`src/rtl/gpio_pkg.sv`:
```
// Shared types for the GPIO controller: output and direction personalities
// and the register index map. Assumes a 3-bit register index bus.
package gpio_pkg;

    typedef enum logic [1:0] {
        PERS_DATA     = 2'd0,
        PERS_SETCLR   = 2'd1,
        PERS_SETLATCH = 2'd2
    } pers_e;

    typedef enum logic [1:0] {
        DIR_NONE   = 2'd0,
        DIR_OUTREG = 2'd1,
        DIR_INREG  = 2'd2
    } dir_e;

    localparam int IDX_W = 3;

    localparam logic [IDX_W-1:0] IDX_DATA = 3'd0;
    localparam logic [IDX_W-1:0] IDX_SET  = 3'd1;
    localparam logic [IDX_W-1:0] IDX_CLR  = 3'd2;
    localparam logic [IDX_W-1:0] IDX_DOUT = 3'd3;
    localparam logic [IDX_W-1:0] IDX_DIN  = 3'd4;

endpackage

```
`src/rtl/gpio_bit_order.sv`:
```
// Permutes a register word between bus order and pin order. Mirroring and
// byte swapping commute and are each their own inverse, so the same
// instance serves both directions. Assumes W is a multiple of 8.
module gpio_bit_order #(
    parameter int W         = 32,
    parameter bit BIT_REV   = 1'b0,
    parameter bit BYTE_SWAP = 1'b0
) (
    input  logic [W-1:0] din,
    output logic [W-1:0] dout
);
    localparam int NB = W / 8;

    for (genvar i = 0; i < W; i++) begin : g_bit
        localparam int R = BIT_REV ? (W - 1 - i) : i;
        localparam int S = BYTE_SWAP ? (8 * (NB - 1 - R / 8) + R % 8) : R;
        // route one bit through the combined permutation
        assign dout[i] = din[S];
    end

endmodule

```
`src/rtl/gpio_in_sync.sv`:
```
// Two-flop synchroniser for the pin inputs. Assumes inputs may change at
// any time relative to clk; output lags the input by two edges.
module gpio_in_sync #(
    parameter int W = 32
) (
    input  logic         clk,
    input  logic         rst_n,
    input  logic [W-1:0] din,
    output logic [W-1:0] dout
);
    logic [W-1:0] stage1_q;
    logic [W-1:0] stage2_q;
    logic [1:0]   warm_q;

    // shift the pin levels through two flops
    always_ff @(posedge clk) begin
        if (!rst_n) begin
            stage1_q <= '0;
            stage2_q <= '0;
        end else begin
            stage1_q <= din;
            stage2_q <= stage1_q;
        end
    end

    // count edges since reset so the delay check starts once both flops are live
    always_ff @(posedge clk) begin
        if (!rst_n)              warm_q <= 2'd0;
        else if (warm_q != 2'd2) warm_q <= warm_q + 2'd1;
    end

    assign dout = stage2_q;

    AST_SYNC_TWO_EDGES: assert property (@(posedge clk) disable iff (!rst_n)
        (warm_q == 2'd2) |-> (dout == $past(din, 2)));

endmodule

```
`src/rtl/gpio_out_latch.sv`:
```
// Output latch with the write semantics of the chosen personality.
// Operands are in pin order; at most one write strobe is high per cycle.
module gpio_out_latch #(
    parameter int             W    = 32,
    parameter gpio_pkg::pers_e PERS = gpio_pkg::PERS_DATA
) (
    input  logic         clk,
    input  logic         rst_n,
    input  logic         wr_data,
    input  logic         wr_set,
    input  logic         wr_clr,
    input  logic [W-1:0] wval,
    output logic [W-1:0] latch_q
);
    import gpio_pkg::*;

    // apply the personality's write rule to the latch
    always_ff @(posedge clk) begin
        if (!rst_n) begin
            latch_q <= '0;
        end else begin
            case (PERS)
                PERS_DATA: begin
                    if (wr_data) latch_q <= wval;
                end
                PERS_SETCLR: begin
                    if (wr_set)      latch_q <= latch_q | wval;
                    else if (wr_clr) latch_q <= latch_q & ~wval;
                end
                PERS_SETLATCH: begin
                    if (wr_set) latch_q <= wval;
                end
                default: latch_q <= latch_q;
            endcase
        end
    end

    if (PERS == PERS_SETCLR) begin : g_setclr_chk
        AST_SET_RAISES: assert property (@(posedge clk) disable iff (!rst_n)
            wr_set |=> ((latch_q & $past(wval)) == $past(wval)));
        AST_CLR_LOWERS: assert property (@(posedge clk) disable iff (!rst_n)
            wr_clr |=> ((latch_q & $past(wval)) == '0));
    end

    AST_LATCH_QUIET: assert property (@(posedge clk) disable iff (!rst_n)
        !(wr_data || wr_set || wr_clr) |=> $stable(latch_q));

endmodule

```
`src/rtl/gpio_dir_reg.sv`:
```
// Direction register and output-enable generation. Polarity depends on the
// direction personality; with none, all enables stay high.
module gpio_dir_reg #(
    parameter int             W        = 32,
    parameter gpio_pkg::dir_e DIR_MODE = gpio_pkg::DIR_OUTREG
) (
    input  logic         clk,
    input  logic         rst_n,
    input  logic         wr_dout,
    input  logic         wr_din,
    input  logic [W-1:0] wval,
    output logic [W-1:0] dir_q,
    output logic [W-1:0] oe
);
    import gpio_pkg::*;

    localparam logic [W-1:0] RST_VAL = (DIR_MODE == DIR_INREG) ? '1 : '0;

    logic wr_own;
    // pick the write strobe that belongs to this personality
    always_comb begin
        case (DIR_MODE)
            DIR_OUTREG: wr_own = wr_dout;
            DIR_INREG:  wr_own = wr_din;
            default:    wr_own = 1'b0;
        endcase
    end

    // hold the stored direction word
    always_ff @(posedge clk) begin
        if (!rst_n)      dir_q <= RST_VAL;
        else if (wr_own) dir_q <= wval;
    end

    // convert the stored word into pin enables
    always_comb begin
        case (DIR_MODE)
            DIR_OUTREG: oe = dir_q;
            DIR_INREG:  oe = ~dir_q;
            default:    oe = '1;
        endcase
    end

    AST_DIR_STORED: assert property (@(posedge clk) disable iff (!rst_n)
        wr_own |=> (dir_q == $past(wval)));

endmodule

```
`src/rtl/mmio_gpio.sv`:
```
// Memory-mapped GPIO controller top: register decode, output latch,
// direction register, input synchroniser and registered readback.
// Assumes single-cycle strobes; bus_rdata is loaded on bus_rd only.
module mmio_gpio #(
    parameter int              W         = 32,
    parameter gpio_pkg::pers_e PERS      = gpio_pkg::PERS_DATA,
    parameter gpio_pkg::dir_e  DIR_MODE  = gpio_pkg::DIR_OUTREG,
    parameter bit              BIT_REV   = 1'b0,
    parameter bit              BYTE_SWAP = 1'b0
) (
    input  logic                     clk,
    input  logic                     rst_n,
    input  logic [gpio_pkg::IDX_W-1:0] bus_addr,
    input  logic                     bus_wr,
    input  logic                     bus_rd,
    input  logic [W-1:0]             bus_wdata,
    output logic [W-1:0]             bus_rdata,
    input  logic [W-1:0]             gpio_in,
    output logic [W-1:0]             gpio_out,
    output logic [W-1:0]             gpio_oe
);
    import gpio_pkg::*;

    if (!(W == 8 || W == 16 || W == 32 || W == 64)) begin : g_bad_width
        $error("mmio_gpio: W must be 8, 16, 32 or 64");
    end
    if (BYTE_SWAP && W == 64) begin : g_bad_swap
        $error("mmio_gpio: byte swap is not available for a 64-bit word");
    end

    logic [W-1:0] wval_pins;
    logic [W-1:0] latch_q;
    logic [W-1:0] dir_q;
    logic [W-1:0] in_sync;
    logic [W-1:0] rd_pins;
    logic [W-1:0] rd_bus;
    logic         wr_data, wr_set, wr_clr, wr_dout, wr_din;

    // decode the write strobe by register index
    always_comb begin
        wr_data = bus_wr && (bus_addr == IDX_DATA);
        wr_set  = bus_wr && (bus_addr == IDX_SET);
        wr_clr  = bus_wr && (bus_addr == IDX_CLR);
        wr_dout = bus_wr && (bus_addr == IDX_DOUT);
        wr_din  = bus_wr && (bus_addr == IDX_DIN);
    end

    gpio_bit_order #(.W(W), .BIT_REV(BIT_REV), .BYTE_SWAP(BYTE_SWAP)) u_wr_order (
        .din  (bus_wdata),
        .dout (wval_pins)
    );

    gpio_out_latch #(.W(W), .PERS(PERS)) u_latch (
        .clk     (clk),
        .rst_n   (rst_n),
        .wr_data (wr_data),
        .wr_set  (wr_set),
        .wr_clr  (wr_clr),
        .wval    (wval_pins),
        .latch_q (latch_q)
    );

    gpio_dir_reg #(.W(W), .DIR_MODE(DIR_MODE)) u_dir (
        .clk     (clk),
        .rst_n   (rst_n),
        .wr_dout (wr_dout),
        .wr_din  (wr_din),
        .wval    (wval_pins),
        .dir_q   (dir_q),
        .oe      (gpio_oe)
    );

    gpio_in_sync #(.W(W)) u_sync (
        .clk   (clk),
        .rst_n (rst_n),
        .din   (gpio_in),
        .dout  (in_sync)
    );

    assign gpio_out = latch_q;

    // select the readback word in pin order
    always_comb begin
        rd_pins = '0;
        case (bus_addr)
            IDX_DATA: rd_pins = in_sync;
            IDX_SET:  if (PERS != PERS_DATA)    rd_pins = latch_q;
            IDX_DOUT: if (DIR_MODE == DIR_OUTREG) rd_pins = dir_q;
            IDX_DIN:  if (DIR_MODE == DIR_INREG)  rd_pins = dir_q;
            default:  rd_pins = '0;
        endcase
    end

    gpio_bit_order #(.W(W), .BIT_REV(BIT_REV), .BYTE_SWAP(BYTE_SWAP)) u_rd_order (
        .din  (rd_pins),
        .dout (rd_bus)
    );

    // load the read port on a read strobe
    always_ff @(posedge clk) begin
        if (!rst_n)      bus_rdata <= '0;
        else if (bus_rd) bus_rdata <= rd_bus;
    end

    AST_RD_HOLD: assert property (@(posedge clk) disable iff (!rst_n)
        !bus_rd |=> $stable(bus_rdata));
    AST_RESET_OE_OFF: assert property (@(posedge clk) disable iff (!rst_n)
        ((DIR_MODE != DIR_NONE) && $rose(rst_n)) |-> (gpio_oe == '0));
    AST_RESET_LATCH_LOW: assert property (@(posedge clk) disable iff (!rst_n)
        $rose(rst_n) |-> (gpio_out == '0));

endmodule

```
`config.mk`:
```
export PLATFORM = sky130hd
export DESIGN_NAME = mmio_gpio
export DESIGN_NICKNAME = d
export VERILOG_FILES = /design/src/rtl/gpio_pkg.sv /design/src/rtl/gpio_bit_order.sv /design/src/rtl/gpio_in_sync.sv /design/src/rtl/gpio_out_latch.sv /design/src/rtl/gpio_dir_reg.sv /design/src/rtl/mmio_gpio.sv
export SDC_FILE = /design/constraint.sdc
export NUM_CORES = 1
export LEC_CHECK = 0
export BUFFER_PORTS_ARGS = -buffer_cell sky130_fd_sc_hd__buf_2
export CORE_MARGIN = 10
export CORE_UTILIZATION = 50
export DETAILED_ROUTE_END_ITERATION = 12
export HOLD_SLACK_MARGIN = 0.05
export PLACE_DENSITY = 0.75
export SLEW_MARGIN = 15
export SYNTH_ARGS = -nofsm -noshare
export SYNTH_HDL_FRONTEND = slang
export SYNTH_SLANG_ARGS = --single-unit
```
`constraint.sdc`:
```
create_clock -name clk -period 2.7 [get_ports clk]
set_clock_uncertainty 0.1 [all_clocks]
set_input_delay 0.27 -clock clk [delete_from_list [all_inputs] [get_ports clk]]
set_output_delay 0.27 -clock clk [all_outputs]
set_load 0.05 [all_outputs]
```
* Word-level counts from Yosys, hierarchy flattened *
Cells that the tools add are included.

cells by class
  mux-type cells = 1
  add/subtract/negate cells = 0
  shift operators = 0
  order comparisons = 0
  equality and inequality tests = 1
  div/mod/pow operators = 0
  reductions and logical operators = 3
  multiply operators = 0
  bitwise logic cells = 0

operator list
  operator            number
  $pmux 32 s2         1
  $eq 3x2->1 const B  1
  $logic_not 3->1     1
  $logic_and 1x1->1   2

storage, ports and cells
  logic and storage cells = 10
  bits of input ports = 71
  flip-flop bits (word level) = 160
  ROM bits = 0
  RAM bits = 0
  memories = 0
  bits in latches = 0

* Depth between registers and ports, before layout *
Gate-level depths: netlist of run 1.

  depth after elaboration = 2
  mapped depth = 5
  gate-level depth less buffers = 3

* Hierarchy *
Synthesis of run 1 repeated with hierarchy kept, for this count alone.

unflattened totals
  cell total of the unflattened synthesis = 659
  area total of the unflattened synthesis = 6930.4 µm²

modules (own cells, without submodules)
  module          cells an instance  area each (µm²)  instances  seq. area each (µm²)
  mmio_gpio       223                1930.6           1          640.6
  gpio_in_sync    134                1791.7           1          1281.2
  gpio_dir_reg    135                1483.9           1          640.6
  gpio_out_latch  103                1243.7           1          640.6
  gpio_bit_order  32                 240.2            2          0.0

* Worst setup path after synthesis of run 1 *
No wires, ideal clock.

  path kind = input -> register
  from = input port bus_addr[2] (netlist name)
  to = register u_latch.latch_q[10]
  stages = 5
  arrival time = 1.189 ns
  required time = 2.483 ns
  path buffers = 2
  slack = 1.294 ns
  library setup time = 0.117 ns
  cell sequence = or4b_1 -> clkbuf_1 -> buf_2 -> nand2_1 -> a21boi_1

on the way
  word-level cells in the longest chain between the ends = 2

ends and longest elaborated chain
  item                  RTL line              RTL
  from (decl)           mmio_gpio.sv:13       input logic [gpio_pkg::IDX_W-1:0] bus_addr,
  $logic_not 3->1       mmio_gpio.sv:41       wr_data = bus_wr && (bus_addr == IDX_DATA);
  $logic_and 1x1->1     mmio_gpio.sv:41
  to (signal assigned)  gpio_out_latch.sv:28  else if (wr_clr) latch_q <= latch_q & ~wval;
  to (signal assigned)  gpio_out_latch.sv:31  if (wr_set) latch_q <= wval;
  to (signal assigned)  gpio_out_latch.sv:33  default: latch_q <= latch_q;
  to (decl)             gpio_out_latch.sv:13  output logic [W-1:0] latch_q

No other way between the ends.
A chain may end at the register's enable or synchronous reset.

* Worst setup path after layout of run 1 *
  from = register u_dir.dir_q[20]
  to = output port gpio_oe[20]

RTL lines
  item                    RTL line            RTL
  from (decl)             gpio_dir_reg.sv:12  output logic [W-1:0] dir_q,
  from (signal assigned)  gpio_dir_reg.sv:32  else if (wr_own) dir_q <= wval;
  to (decl)               mmio_gpio.sv:20     output logic [W-1:0] gpio_oe

No word-level cell between the ends.

==> results.md, run 1 <==
* Status: finished, final reports clean
* Clock Sinks at 160
* Share of the synthesized area in the top cell type at 0.592
* Worst hold path type: input port to register
* Worst-path clk slew at 0.06 ns
* Fmax at 0.642 GHz
* Synth area leaders: dfxtp_1 59%, nand2_1 13%, and2_1 7.4%, a21boi_1 4.9%, a21boi_0 4.0%
* Die area at 0.0154 sq mm
* WL per Instance at 16.1 um
* Fillcell total at 787
* CTS Root Cell: clkbuf_8
* Detailed router's first-iteration violation count at 353
* Via Count at 4807
* Buf/Inv on CP at 1
* Tmin final at 1.56 ns
* Total GRT Usage at 0.197
* Largest stage delay, worst path at 0.39 ns
* Yosys warning total at 0
* Slew @ Worst Pin at 1.07 ns
* Final period utilization at 0.577
* First-pass GRT wire length at 24.0 mm
* Routed WL at 15.4 mm
* Post-cts repair resize count at 0
* CTS tree: done
* Worst Path Arrival at 1.19 ns
* Syn nets at 666
* Die X at 124 um
* Fraction of the yosys area taken by sequential cells at 0.592
* H-Tree Depth at 4
* DRC at 0
* Number of global-route vias before repair at 4943
* CP Cell Sequence: buf_2
* ANT cells at 0
* Maximum clock insertion buffer count at 2
* CP max FO at 3
* Post-place setup slack at 0.728 ns
* Top cells by count, synth: 192 x nand2_1, 160 x dfxtp_1, 64 x and2_1
* I/O Buffers at 166
* Slew Limit Headroom at 0.290
* Most instantiated library cell after synthesis: nand2_1
* GRT Residual Overflow at 0
* Initial core utilization at 0.519
* Core Area at 0.0104 sq mm
* Pin count of the biggest net entering global routing at 89
* Drt pass-1 iters at 5
* CTS Hold Bufs at 64
* Cell area after synthesis at 0.00541 sq mm
* Final Setup Violations at 0
* Slowest-stage cell, CP: dfxtp_1
* Area of the multi-input gates at 0.00203 sq mm
* Number of placement rows at 37
* Routability cong. at 0.832
* CP Capture Type: primary output
* Worst R2R Setup Slack at 1.81 ns
* Static leakage at 3.22 nW
* Max cap viols at 0
* HPWL Detailed at 10.3 mm
* Post-synth EDFFs at 0
* Register bit total from synthesis at 160
* ANT nets after route at 0
* Pwr/cell area at 722 mW/mm^2
* Synth Flop Type: dfxtp_1
* Worst IR drop on VDD at 0.443 mV
* Post-route worst setup slack at 1.14 ns
* Syn-to-layout area delta at 39.7%
* Height of the die at 124 um
* Req. time, crit path at 2.33 ns
* Via/cell ratio at 5.03
* Avg Synthesized Cell Area at 9.09 sq um
* Slew Viols, Final at 0
* RSZ-0062 raised after global routing: no
* Share of cells above drive strength 1 at 0.252
* Hold Vio Cnt, Final at 0
* Crit path launch type: register
* Initial antenna violation count at 0
* Post-CTS Setup Bufs at 0
* IO Pins at 167
* Nets at 878
* Setup TNS at 0 ns
* Num CTS Buffers at 17
* Delay-heaviest family, CP: flip-flops
* Ys async rst share at 0
* Crit Path Class: register to primary output
* Seq. cell area at 0.00320 sq mm
* Instance count of the mapped netlist at 595
* Yosys top cell by area: dfxtp_1
* Netlist cell types at 15
* Worst skew pair latency at 0.51 ns
-- routing by layer --
| metal | vias up | part of all wire | track usage |
|---|---|---|---|
| met2 | 156 | 0.51 | 0.352 |
| met1 | 2262 | 0.37 | 0.207 |
| li1 | 2364 | - | - |
| met5 | - | 0 | 0 |
| met3 | 25 | 0.097 | 0.0774 |
| met4 | 0 | 0.018 | 0.0691 |
-- path summary, 6_finish.rpt --
kind / cells after the start / startpoint / to
setup / recovery: 1 / u_dir.dir_q[20] / gpio_oe[20]
setup reg to reg: 2 / bus_rdata[5] / bus_rdata[5]
hold / removal: 4 / bus_addr[2] / u_latch.latch_q[2]
hold reg to reg: 1 / u_sync.stage1_q[1] / u_sync.dout[1]
-- placed cells by master (no fill, tap or decap), types with 2 or more instances in the layout --
master | synthesis | routed
a21boi_0 | 29 | 29
clkinv_2 | 0 | 3
inv_6 | 0 | 2
dfxtp_1 | 160 | 160
nand2_1 | 192 | 192
a21boi_1 | 35 | 35
a31oi_1 | 32 | 32
clkbuf_8 | 0 | 2
clkinvlp_4 | 0 | 3
and2_1 | 64 | 64
bufinv_16 | 0 | 4
clkbuf_16 | 0 | 16
buf_4 | 0 | 9
buf_2 | 15 | 165
dlygate4sd3_1 | 0 | 64
o21ai_0 | 32 | 32
-- layout make-up --
cell class | count | share of cell area
Sequential cell | 160 | 0.424
Clock inverter | 13 | 0.0243
Timing Repair Buffer | 238 | 0.203
Multi-Input combinational cell | 390 | 0.269
Tap cell | 136 | 0.0225
Clock buffer | 19 | 0.0571
-- cell families (layout without fill, tap and decap cells) --
logic type / Yosys count / count (layout) / synth area share
AOI/OAI and AO/OA: 128 / 128 / 0.155
and+or+nand+nor: 262 / 262 / 0.218
buffers and inverters: 45 / 270 / 0.0347
DFF: 160 / 160 / 0.592
-- metrics by stage --
stage	std cells	instance area, sq um	hold slack (ns)	util	power, W
after floorplan	595	5410	0.292	-	0.00283
after global placement	860	6300	0.315	0.605	0.00297
after detailed placement	860	6300	0.321	0.605	0.00298
after CTS	956	7560	0.0544	0.725	0.00548
after global routing	956	7560	0.0876	0.725	0.00564
final	956	7560	0.0679	0.725	0.00545
-- registers in the layout (all words and copies together), names as in the netlist --
signal,count
bus_rdata,32
u_dir.dir_q,32
u_latch.latch_q,32
u_sync.dout,32
u_sync.stage1_q,32
-- where the power goes --
part           internal (W)  switching [W]  total, W
clock network       0.00153       0.000927   0.00246
logic              0.000195       0.000318  0.000513
registers           0.00245      0.0000367   0.00249
No activity file was read; power rests on OpenSTA's default activity.
==> inputs of run 2 (changes only) <==
--- a/config.mk
+++ b/config.mk
@@ -5,12 +5,13 @@
 export SDC_FILE = /design/constraint.sdc
 export NUM_CORES = 1
 export LEC_CHECK = 0
+export ABC_AREA = 1
 export BUFFER_PORTS_ARGS = -buffer_cell sky130_fd_sc_hd__buf_2
 export CORE_MARGIN = 10
 export CORE_UTILIZATION = 50
 export DETAILED_ROUTE_END_ITERATION = 12
 export HOLD_SLACK_MARGIN = 0.05
-export PLACE_DENSITY = 0.75
+export PLACE_DENSITY = 0.73
 export SLEW_MARGIN = 15
 export SYNTH_ARGS = -nofsm -noshare
 export SYNTH_HDL_FRONTEND = slang
==> constraint.sdc (replaced) <==
create_clock -name clk -period 1.5 [get_ports clk]
set_clock_uncertainty 0.1 [all_clocks]
set_input_delay 0.15 -clock clk [delete_from_list [all_inputs] [get_ports clk]]
set_output_delay 0.15 -clock clk [all_outputs]
set_load 0.05 [all_outputs]
==> run 2 against run 1 <==
Compared with the run above:
- wire length up 18%
- largest cell class unchanged
- combinational power grew to 2.6 times the previous value
- synthesized cell count increased by 47%
- die area rose by 15%
- global-route usage rose by 0.68 points
- first-iteration DRC count grew 4.5%
- largest power group unchanged
- synthesized area up 18%
- register-to-register slack lost 1.2 ns
- flip-flop and latch count stayed put
- critical endpoint is now gpio_oe[24]
- critical path depth is the same
- total power rose by 86%
- non-clock buffer count grew 17
==> results.md, run 2 <==
* Status: finished, final reports clean (unchanged)
* Clock Sinks at 160 (unchanged)
* Routability cong. at 0.820 (was 0.832)
* R2R Path Start: u_dir.dir_q[19] (was bus_rdata[5])
* HPWL Detailed at 11.9 mm (was 10.3 mm)
* Synth area leaders: dfxtp_1 50%, nand2_1 11%, inv_1 9.4%, nand4_1 6.3%, nor2_1 5.6% (was dfxtp_1 59%, nand2_1 13%, and2_1 7.4%, a21boi_1 4.9%, a21boi_0 4.0%)
* CP max FO at 3 (unchanged)
* Final period utilization at 0.914
* CP Capture Type: primary output (unchanged)
* Slowest-stage cell, CP: dfxtp_1 (unchanged)
* Slew @ Worst Pin at 0.409 ns (was 1.07 ns)
* Static leakage at 4.61 nW (was 3.22 nW)
* Share of the synthesized area in the top cell type at 0.502 (was 0.592)
* Slew Limit Headroom at 0.728 (was 0.290)
* CTS Root Cell: clkbuf_16 (was clkbuf_8)
* Die X at 133 um (was 124 um)
* Cell area after synthesis at 0.00638 sq mm (was 0.00541 sq mm)
* ANT cells at 0 (unchanged)
* Syn-to-layout area delta at 34.9% (was 39.7%)
* Post-place setup slack at 0.237 ns (was 0.728 ns)
* Number of placement rows at 41 (was 37)
* ANT nets after route at 0 (unchanged)
* R2R cell count at 4 (was 2)
* Slew Viols, Final at 0 (unchanged)
* Num CTS Buffers at 17 (unchanged)
* GRT Residual Overflow at 0 (unchanged)
* Delay-heaviest family, CP: flip-flops (unchanged)
* Die area at 0.0177 sq mm (was 0.0154 sq mm)
* Worst Path Arrival at 1.12 ns (was 1.19 ns)
* Core Area at 0.0126 sq mm (was 0.0104 sq mm)
* Instance count of the mapped netlist at 872 (was 595)
* Post-synth EDFFs at 0 (unchanged)
* Crit path launch type: register (unchanged)
* Ys async rst share at 0 (unchanged)
* Final core occ at 0.685 (was 0.725)
* Most instantiated library cell after synthesis: nand2_1 (unchanged)
* Crit. path cell count at 1 (unchanged)
* Nets at 1152 (was 878)
* Total GRT Usage at 0.204 (was 0.197)
* Crit Path Class: register to primary output (unchanged)
* Hold Vio Cnt, Final at 0 (unchanged)
* Fmax at 0.729 GHz
* Via/cell ratio at 4.79 (was 5.03)
* Max cap viols at 0 (unchanged)
* Synth Flop Type: dfxtp_1 (unchanged)
* IO Pins at 167 (unchanged)
* Netlist cell types at 16 (was 15)
* Routed WL at 18.1 mm (was 15.4 mm)
* Worst IR drop on VDD at 0.752 mV (was 0.443 mV)
* WL per Instance at 14.3 um (was 16.1 um)
* Number of global-route vias before repair at 6002 (was 4943)
* CTS tree: done (unchanged)
* Top cells by count, synth: 192 x nand2_1, 160 x dfxtp_1, 160 x inv_1 (was 192 x nand2_1, 160 x dfxtp_1, 64 x and2_1)
* Worst skew pair latency at 0.42 ns (was 0.51 ns)
* Req. time, crit path at 1.25 ns (was 2.33 ns)
* Height of the die at 133 um (was 124 um)
* Post-route worst setup slack at 0.128 ns (was 1.14 ns)
* Drt pass-1 iters at 5 (unchanged)
* FF-to-FF End: bus_rdata[19] (was bus_rdata[5])
* Worst hold path type: input port to register (unchanged)
* Pwr/cell area at 1180 mW/mm^2 (was 722 mW/mm^2)
* Post-cts repair resize count at 0 (unchanged)
* Overall power at 0.0102 W (was 0.00545 W)
* Register bit total from synthesis at 160 (unchanged)
* First-pass GRT wire length at 29.3 mm (was 24.0 mm)
* H-Tree Depth at 4 (unchanged)
* Crit path launch: u_dir.dir_q[24] (was u_dir.dir_q[20])
* Tmin final at 1.37 ns
* Pin count of the biggest net entering global routing at 55 (was 89)
* Share of cells above drive strength 1 at 0.204 (was 0.252)
* Fraction of the yosys area taken by sequential cells at 0.502 (was 0.592)
* Worst R2R Setup Slack at 0.60 ns (was 1.81 ns)
* Worst-path clk slew at 0.06 ns (about the same)
* Commonest cells after routing, fill and taps aside: 192 x nand2_1, 165 x buf_2, 160 x inv_1, 160 x dfxtp_1, 96 x nor2_1 (was 192 x nand2_1, 165 x buf_2, 160 x dfxtp_1, 64 x and2_1, 64 x dlygate4sd3_1)
* Initial core utilization at 0.508 (was 0.519)
* Maximum clock insertion buffer count at 2 (unchanged)
* Detailed router's first-iteration violation count at 369 (was 353)
* Avg Synthesized Cell Area at 7.32 sq um (was 9.09 sq um)
* CP Cell Sequence: buf_2 (unchanged)
* RSZ-0062 raised after global routing: no (unchanged)
* DRC at 0 (unchanged)
* Critical path endpoint: gpio_oe[24] (was gpio_oe[20])
* Yosys warning total at 0 (unchanged)
* Syn nets at 943 (was 666)
* Via Count at 6057 (was 4807)
* Most common cell after layout, fill and taps aside: nand2_1 (unchanged)
* Cell depth of the worst min-delay path at 4 (unchanged)
* Setup TNS at 0 ns (unchanged)
* Yosys top cell by area: dfxtp_1 (unchanged)
* Buf/Inv on CP at 1 (unchanged)
* Final Setup Violations at 0 (unchanged)
* I/O Buffers at 166 (unchanged)
* Largest stage delay, worst path at 0.40 ns (was 0.39 ns)
* Initial antenna violation count at 0 (unchanged)
[run 2: cells by family after synthesis]
| family | count (synthesis) | share of synthesized area |
|---|---|---|
| flops | 160 | 0.502 |
| buf+inv | 227 | 0.147 |
| compound gates | 32 | 0.0251 |
| simple gates | 453 | 0.326 |
[run 2: per-layer routing]
layer	global-route usage	wire length [um]	vias to the layer above
met5	0	0	-
met4	0.0727	277	0
met3	0.0617	1230	26
met2	0.356	9120	169
met1	0.229	7430	2770
li1	-	-	3092
[run 2: layout make-up]
type / instances / area, sq um
clock buffer: 21 / 460
clock inverter: 10 / 136
fill: 1054 / 3960
inverter: 162 / 608
multi-input combinational: 485 / 2240
sequential: 160 / 3200
tap: 172 / 215
timing repair buffer: 255 / 1740
[run 2: timing repair]
item | in CTS | in global routing
setup buffers | 0 | 0
hold buffers | 67 | 0
endpoints found under the setup margin | 0 | 0
hold endpoints to repair | 102 | 0
[run 2: how the worst min path moves through the flow]
stage / start / end / slack, ns
4_1_cts: bus_wr / u_dir.dir_q[7] / 0.05
3_3_place_gp: gpio_in[10] / u_sync.stage1_q[10] / 0.23
6_report: bus_wr / u_dir.dir_q[7] / 0.07
5_1_grt: bus_wr / u_dir.dir_q[7] / 0.11
3_5_place_dp: gpio_in[10] / u_sync.stage1_q[10] / 0.24
2_1_floorplan: gpio_in[25] / u_sync.stage1_q[25] / 0.14
[run 2: metrics by stage]
stage	area, sq um	instances	hold WS [ns]
2_1_floorplan	6380	872	0.143
5_1_grt	8610	1265	0.108
6_report	8610	1265	0.0711
3_5_place_dp	7340	1167	0.236
3_3_place_gp	7340	1167	0.231
4_1_cts	8610	1265	0.0539
[run 2: power breakdown]
group          leakage, nW  total, W  switching (W)  internal, W
combinational         3.01   0.00131       0.000856     0.000455
sequential            1.31   0.00451      0.0000814      0.00443
clock                0.285   0.00434        0.00165      0.00269
